**config.mk**
```make
export PLATFORM = sky130hd
export DESIGN_NAME = compl_out_stage
export DESIGN_NICKNAME = d
export VERILOG_FILES = /design/src/rtl/cout_pkg.sv /design/src/rtl/cout_master_en.sv /design/src/rtl/cout_mode_dec.sv /design/src/rtl/cout_pin_drv.sv /design/src/rtl/compl_out_stage.sv
export SDC_FILE = /design/constraint.sdc
export NUM_CORES = 1
export LEC_CHECK = 0
export BUFFER_PORTS_ARGS = -buffer_cell sky130_fd_sc_hd__buf_4
export CAP_MARGIN = 20
export CORE_AREA = 4 4 41 43
export CTS_BUF_LIST = sky130_fd_sc_hd__clkbuf_16
export CTS_CLUSTER_SIZE = 24
export DETAILED_ROUTE_END_ITERATION = 6
export DIE_AREA = 0 0 45 47
export REMOVE_ABC_BUFFERS = 1
export SLEW_MARGIN = 20
export SYNTH_ARGS = -nofsm -noshare
export SYNTH_HDL_FRONTEND = slang
export SYNTH_SLANG_ARGS = --single-unit
```
**constraint.sdc**
```tcl
create_clock -name clk -period 1.2 [get_ports clk]
set_clock_uncertainty 0.05 [all_clocks]
set_input_delay 0.12 -clock clk [delete_from_list [all_inputs] [get_ports clk]]
set_output_delay 0.12 -clock clk [all_outputs]
set_load 0.05 [all_outputs]
```
**src/rtl/cout_pkg.sv**
```systemverilog
// Package: shared constants and types for the complementary output stage.
// Assumes index 0 is the main output and index 1 the complementary output.
package cout_pkg;
    localparam int unsigned NUM_PINS = 2;
    localparam int unsigned PIN_MAIN = 0;
    localparam int unsigned PIN_COMP = 1;

    typedef enum logic [1:0] {
        MODE_REST      = 2'b00,
        MODE_MAIN_ONLY = 2'b01,
        MODE_COMP_ONLY = 2'b10,
        MODE_PAIR      = 2'b11
    } chan_mode_e;
endpackage

```
**src/rtl/cout_master_en.sv**
```systemverilog
// Module: master output enable flag.
// Break clears it asynchronously. Otherwise, under the synchronous active-low
// reset, a clear strobe beats a set strobe, which beats an automatic
// re-enable on an update strobe.
// Assumes brk_i is already synchronised to, or safe against, clk by the caller.
module cout_master_en (
    input  logic clk,
    input  logic rst_n,
    input  logic brk_i,
    input  logic sw_set_i,
    input  logic sw_clr_i,
    input  logic auto_en_i,
    input  logic update_i,
    output logic en_o
);
    // Flag register: async clear by break, sync reset and strobes otherwise.
    always_ff @(posedge clk or posedge brk_i) begin
        if (brk_i)
            en_o <= 1'b0;
        else if (!rst_n)
            en_o <= 1'b0;
        else if (sw_clr_i)
            en_o <= 1'b0;
        else if (sw_set_i)
            en_o <= 1'b1;
        else if (auto_en_i && update_i)
            en_o <= 1'b1;
    end
endmodule

```
**src/rtl/cout_mode_dec.sv**
```systemverilog
// Module: channel mode decoder.
// Picks the mode from the two enable bits and gives each output its active
// drive value and whether it is selected.
// Assumes the dead-time inputs are already active-high shaped waveforms.
module cout_mode_dec
    import cout_pkg::*;
(
    input  logic                main_en_i,
    input  logic                comp_en_i,
    input  logic                ref_i,
    input  logic                dt_main_i,
    input  logic                dt_comp_i,
    output chan_mode_e          mode_o,
    output logic [NUM_PINS-1:0] sel_o,
    output logic [NUM_PINS-1:0] act_o
);
    // Mode from the enable pair.
    always_comb mode_o = chan_mode_e'({comp_en_i, main_en_i});

    // Per-output selection and active value for the current mode.
    always_comb begin
        sel_o = '0;
        act_o = '0;
        case (mode_o)
            MODE_PAIR: begin
                sel_o          = '1;
                act_o[PIN_MAIN] = dt_main_i;
                act_o[PIN_COMP] = dt_comp_i;
            end
            MODE_MAIN_ONLY: begin
                sel_o[PIN_MAIN] = 1'b1;
                act_o[PIN_MAIN] = ref_i;
            end
            MODE_COMP_ONLY: begin
                sel_o[PIN_COMP] = 1'b1;
                act_o[PIN_COMP] = ref_i;
            end
            default: begin
                sel_o = '0;
                act_o = '0;
            end
        endcase
    end
endmodule

```
**src/rtl/cout_pin_drv.sv**
```systemverilog
// Module: single pin driver.
// Applies polarity, the run and idle off-state rules, and the idle level
// to one output.
// Assumes any_en_i is the OR of both output enable bits of the channel.
module cout_pin_drv (
    input  logic master_en_i,
    input  logic sel_i,
    input  logic act_i,
    input  logic pol_i,
    input  logic idle_lvl_i,
    input  logic run_off_i,
    input  logic idle_off_i,
    input  logic any_en_i,
    output logic pin_o,
    output logic oe_o
);
    // Level and pin enable for run and idle modes.
    always_comb begin
        if (master_en_i) begin
            if (sel_i) begin
                pin_o = act_i ^ pol_i;
                oe_o  = 1'b1;
            end else begin
                pin_o = pol_i;
                oe_o  = run_off_i & any_en_i;
            end
        end else begin
            pin_o = idle_lvl_i;
            oe_o  = idle_off_i & any_en_i;
        end
    end
endmodule

```
**src/rtl/compl_out_stage.sv**
```systemverilog
// Module: complementary output enable and off-state control for one channel.
// Holds the master enable flag and drives two pins and their enables.
// Assumes dead-time shaping happens upstream and the register decode happens
// elsewhere.
module compl_out_stage
    import cout_pkg::*;
(
    input  logic clk,
    input  logic rst_n,
    input  logic ref_i,
    input  logic dt_main_i,
    input  logic dt_comp_i,
    input  logic main_en_i,
    input  logic comp_en_i,
    input  logic main_pol_i,
    input  logic comp_pol_i,
    input  logic main_idle_i,
    input  logic comp_idle_i,
    input  logic run_off_i,
    input  logic idle_off_i,
    input  logic sw_set_i,
    input  logic sw_clr_i,
    input  logic auto_en_i,
    input  logic update_i,
    input  logic brk_i,
    output logic main_pin_o,
    output logic main_oe_o,
    output logic comp_pin_o,
    output logic comp_oe_o,
    output logic master_en_o
);
    logic                master_en;
    chan_mode_e          mode;
    logic [NUM_PINS-1:0] sel;
    logic [NUM_PINS-1:0] act;
    logic [NUM_PINS-1:0] pol;
    logic [NUM_PINS-1:0] idle_lvl;
    logic [NUM_PINS-1:0] pin;
    logic [NUM_PINS-1:0] oe;
    logic                any_en;

    cout_master_en u_men (
        .clk       (clk),
        .rst_n     (rst_n),
        .brk_i     (brk_i),
        .sw_set_i  (sw_set_i),
        .sw_clr_i  (sw_clr_i),
        .auto_en_i (auto_en_i),
        .update_i  (update_i),
        .en_o      (master_en)
    );

    cout_mode_dec u_dec (
        .main_en_i (main_en_i),
        .comp_en_i (comp_en_i),
        .ref_i     (ref_i),
        .dt_main_i (dt_main_i),
        .dt_comp_i (dt_comp_i),
        .mode_o    (mode),
        .sel_o     (sel),
        .act_o     (act)
    );

    // Gather per-output configuration into indexed vectors.
    always_comb begin
        pol[PIN_MAIN]      = main_pol_i;
        pol[PIN_COMP]      = comp_pol_i;
        idle_lvl[PIN_MAIN] = main_idle_i;
        idle_lvl[PIN_COMP] = comp_idle_i;
        any_en             = (mode != MODE_REST);
    end

    for (genvar g = 0; g < NUM_PINS; g++) begin : g_pin
        cout_pin_drv u_drv (
            .master_en_i (master_en),
            .sel_i       (sel[g]),
            .act_i       (act[g]),
            .pol_i       (pol[g]),
            .idle_lvl_i  (idle_lvl[g]),
            .run_off_i   (run_off_i),
            .idle_off_i  (idle_off_i),
            .any_en_i    (any_en),
            .pin_o       (pin[g]),
            .oe_o        (oe[g])
        );
    end

    // Map the indexed results to the named ports.
    always_comb begin
        main_pin_o  = pin[PIN_MAIN];
        main_oe_o   = oe[PIN_MAIN];
        comp_pin_o  = pin[PIN_COMP];
        comp_oe_o   = oe[PIN_COMP];
        master_en_o = master_en;
    end
endmodule

```
## After elaboration in Yosys (flattened, before gate mapping)

Index checks and enable logic that the tools add are counted.

- Input bits: 18
- Output and inout bits: 5
- Register bits: 1
- Logic and storage cells: 29

- Mux-type cells: 16
- Reductions and logical operators: 4
- Eq/ne operators: 4
- Bitwise logic cells: 4

Operators by type and width:

| cell | number |
|---|---|
| 1-bit two-way mux | 14 |
| 2-bit equality test, second input constant | 2 |
| 4-bit by 1-bit inequality test with 1-bit output, second input constant | 1 |
| 1-bit case mux with 2 select lines | 2 |
| 2-bit OR reduction | 2 |
| 1-bit AND | 2 |
| 2-bit by 1-bit equality test with 1-bit output, second input constant | 1 |
| 2-bit nonzero test | 1 |
| 1-bit bitwise XOR | 2 |
| 1-bit logical AND | 1 |

## Depth between registers and ports, before layout

- Word-level depth: 5
- Mapped depth: 3
- Depth with buffers taken out: 3

## Hierarchy

A second synthesis with hierarchy kept.

- Cells, all modules: 25
- Area, all modules: 200.2 um^2

Modules (own cells, without submodules):

| module | cells an instance | times used | seq. area each (um^2) | area each (um^2) |
|---|---|---|---|---|
| cout_pin_drv | 6 | 2 | 0.0 | 47.5 |
| cout_mode_dec | 8 | 1 | 0.0 | 55.1 |
| cout_master_en | 4 | 1 | 25.0 | 43.8 |
| compl_out_stage | 1 | 1 | 0.0 | 6.3 |

## Worst setup path before layout

No wires, ideal clock.

- Path type: register -> output
- Start point: register u_men.en_o
- End point: output port comp_pin_o
- Slack: -0.595 ns
- Cell stages (with the launch flop): 3
- Data required time: 1.030 ns
- Arrival time: 1.625 ns
- Path buffers: 0
- Cells stage by stage: dfrtp_1 > nor2_1 > a31oi_1

- Cells in the longest elaborated chain, start to end: 1

RTL lines:

| element | RTL line | source |
|---|---|---|
| from (decl) | cout_master_en.sv:14 | `output logic en_o` |
| from (signal assigned) | cout_master_en.sv:19 | `en_o <= 1'b0;` |
| from (signal assigned) | cout_master_en.sv:21 | `en_o <= 1'b0;` |
| from (signal assigned) | cout_master_en.sv:23 | `en_o <= 1'b0;` |
| 1-bit two-way mux | cout_pin_drv.sv:19 | `if (master_en_i) begin` |
| to (decl) | compl_out_stage.sv:28 | `output logic comp_pin_o,` |

No other way between the ends.

## Worst setup path after layout

- Start point: input port comp_en_i
- End point: output port main_pin_o

- Cells in the longest elaborated chain, start to end: 5
- Elaborated cells between the ends (all ways): 8
- Those cells by class: 2 x eq/ne; 4 x mux; 1 x bitwise; 1 x reduce/logical

RTL lines:

| element | RTL line | source |
|---|---|---|
| from (decl) | compl_out_stage.sv:14 | `input logic comp_en_i,` |
| 2-bit by 1-bit equality test with 1-bit output / 2-bit equality test (equally long branches) | cout_mode_dec.sv:24 | `case (mode_o)` |
| 1-bit case mux with 2 select lines / 2-bit OR reduction (equally long branches) | - |  |
| 1-bit bitwise XOR / 1-bit two-way mux (equally long branches) | cout_pin_drv.sv:21, cout_mode_dec.sv:24 |  |
| 1-bit two-way mux (*) | cout_pin_drv.sv:20 | `if (sel_i) begin` |
| 1-bit two-way mux (*) | cout_pin_drv.sv:19 |  |
| to (decl) | compl_out_stage.sv:26 | `output logic main_pin_o,` |

Mark *: on every way between the ends. The rest lies on a longest branch, timed or not.

==> results.md <==
* Fraction of layout instances using a drive strength above 1 at just over 50%
* Initial Util at a little over a tenth
* Synth warn at 0
* Delay-heaviest family, CP: buffers and inverters
* Area Growth Syn to Fin at 149%
* Largest family of logic cells by synthesized area: simple AND/OR/NAND/NOR gates
* Failing checks: setup timing
* Starting DRT DRC Count at 3
* Cell Area, Placed at 325 um2
* Peak supply drop at 0.000162 V
* Max-cap violations at 0
* Syn Area/Cell at between 6 and 7 um2
* Die height at approximately 47 um
* Cell chain of the critical path: buf_8 > mux2i_1 > or3_1 > a31oi_1 > buf_4
* Die width at about 45 um
* Top Registers: u_men.en_o x1
* Routability cong. at 0.638
* WL per Instance at about 9 um
* Post-Synth XOR/XNOR Area at 0%
* Final wirelength at ~530 um
* Critical Path Source Type: input port
* WHS Endpoint: u_men.en_o$_DFFE_PP0P_
* Die area at roughly 0.0021 mm2
* Setup repair bufs after CTS at 0
* R2r endpoint: u_men.en_o$_DFFE_PP0P_
* Worst setup path start: comp_en_i
* Setup ws final at -0.00301 ns
* Status: complete, but fails checks
* DRC viols at 0
* FILL cells at 151
* Post-Synth Adder-Cell Area at 0%
* Synth Cell Area at approximately 140 um2
* Post-DRT Antenna Nets at 0
* Via Count at 235
* WP buf/inv at 2
* Total power at between 150 and 200 uW
* Fin area at approximately 350 um2
* Hold WS at between 0.2 and 0.25 ns
* Post-Synthesis Cells at 22
* Io pins at 23
* IO buf count at 22
* Num rows at 13
* Storage element area at between 20 and 30 um2
* R2R setup slack at about 0.27 ns
* Gr usage total at under 10%
* Antenna cell count at 0
* Final nets at between 60 and 70
* Worst R2R Start: u_men.en_o$_DFFE_PP0P_
* Achievable frequency at approximately 830 MHz
* Setup TNS at -0.00301 ns
* Vias per cell at 3.92
* Fin util at between 20% and 30%
* Pre-Repair DR Iteration Count at 2
* Critical Path Sink Type: primary output
* Dpl ws at -0.0340 ns
* CP Max Fanout at 4
* Compound-Gate Fraction of Synth Area at about 28%
* Final hold vios at 0
* Core ar. at 0.00130 mm2
* RSZ-0062 raised after global routing: yes
* Pleak at ~0.18 nW
* Worst EP required at between 1 and 1.5 ns
* Period utilisation layout at 100%
* Crit path largest cell delay at 0.31 ns
* WHS Path Cells at 2
* Inst Count DP at 59
* Synthesis-stage register bit count at 1
* Gr ovfl total at 0
* HP Class: in2reg
* Crit path time final at approximately 1.2 ns
* Number of flip-flops in the largest register at 1
* Slew Viols, Final at 0
* Worst hold start: sw_clr_i
* CP max-delay cell: or3_1
* Clock-pin slew of the registers on the worst-case setup and hold paths at 0 ns
* Final setup viols at 1
* Synth Area in Simple Gates at a little under a third
* Number of global-route vias before repair at about 220
* Finished Layout Cells at 60
* Synth unique cells at 11
* Largest Register: u_men.en_o
* Global-route wire length before repair at just over 800 um
* Antenna violations before repair at 0
* Critical path class: in2out
* Mux cell area share after synthesis at roughly 14%
* Post-synthesis sequential area ratio at around 18%
* Worst-case reg-to-reg path depth at 2
* Clk_lat worst skew at 0 ns
* Pin count of the biggest net entering global routing at 9
* Area of the multi-input gates at roughly 110 um2
* Pwr dens at 547 mW/mm2
* Worst EP arrival at between 1 and 1.5 ns
* Slew headroom at a little under nine tenths
* Worst slew pin tran at around 0.20 ns
logic make-up after synthesis:
logic type / count (synthesis)
buf+inv: 3
simple gates: 9
flops: 1
mux: 2
compound gates: 7
cell usage in the layout, fill, tap and decap left out:
master / n
buf_4: 20
nor2_1: 5
inv_1: 3
a21oi_1: 2
mux2i_1: 2
o21ai_0: 2
or3_1: 2
a31oi_1: 2
buf_8: 2
a211oi_1: 1
nor3b_1: 1
nand2b_1: 1
dlygate4sd3_1: 1
dfrtp_2: 1
Yosys cell counts:
master,count,area (um2)
inv_1,3,11.3
mux2i_1,2,20.0
nor2_1,5,18.8
nor3b_1,1,7.51
a211oi_1,1,7.51
nand2b_1,1,6.26
dfrtp_1,1,25.0
o21ai_0,2,10.0
or3_1,2,12.5
a31oi_1,2,12.5
a21oi_1,2,10.0
layout make-up:
class | instances | area share, %
inverters | 3 | 3.20
flip-flops and latches | 1 | 7.47
repair buffers | 23 | 54.1
well taps | 15 | 5.34
multi-input cells | 18 | 29.9
worst max path at each step:
stage	slack, ns	cells past startpoint	endpoint
floorplan	-0.59	2	comp_pin_o
global placement	-0.03	5	main_pin_o
detailed placement	-0.03	5	main_pin_o
CTS	-0.007	5	main_pin_o
global route	-0.09	5	main_pin_o
finish	-0.003	5	main_pin_o
per-layer routing:
metal  GRT usage [%]  wire length (um)  up-vias
met1            4.98               181      101
met2            11.0               281       10
met5               0                 0        -
li1                -                 -      124
met4               0                 0        0
met3           0.383                62        0
worst reg2reg max path, delay by kind of cell, from the launching register on:
family	cells	cell delay [ns]
DFF	1	0.44
AOI/OAI and AO/OA	1	0.24
and+or+nand+nor	1	0.07
report_power, final:
group          switching, mW  internal (mW)  leakage (nW)
clock                      0              0             0
sequential           0.00417         0.0365        0.0118
combinational         0.0784         0.0732         0.169
repair_timing:
action,in CTS,in global routing
hold buffers,1,0
pin swaps,1,1
endpoints found under the hold margin,1,0
gates resized for setup,3,2
endpoints found under the setup margin,2,4
Power figures use the tool's default switching activity.
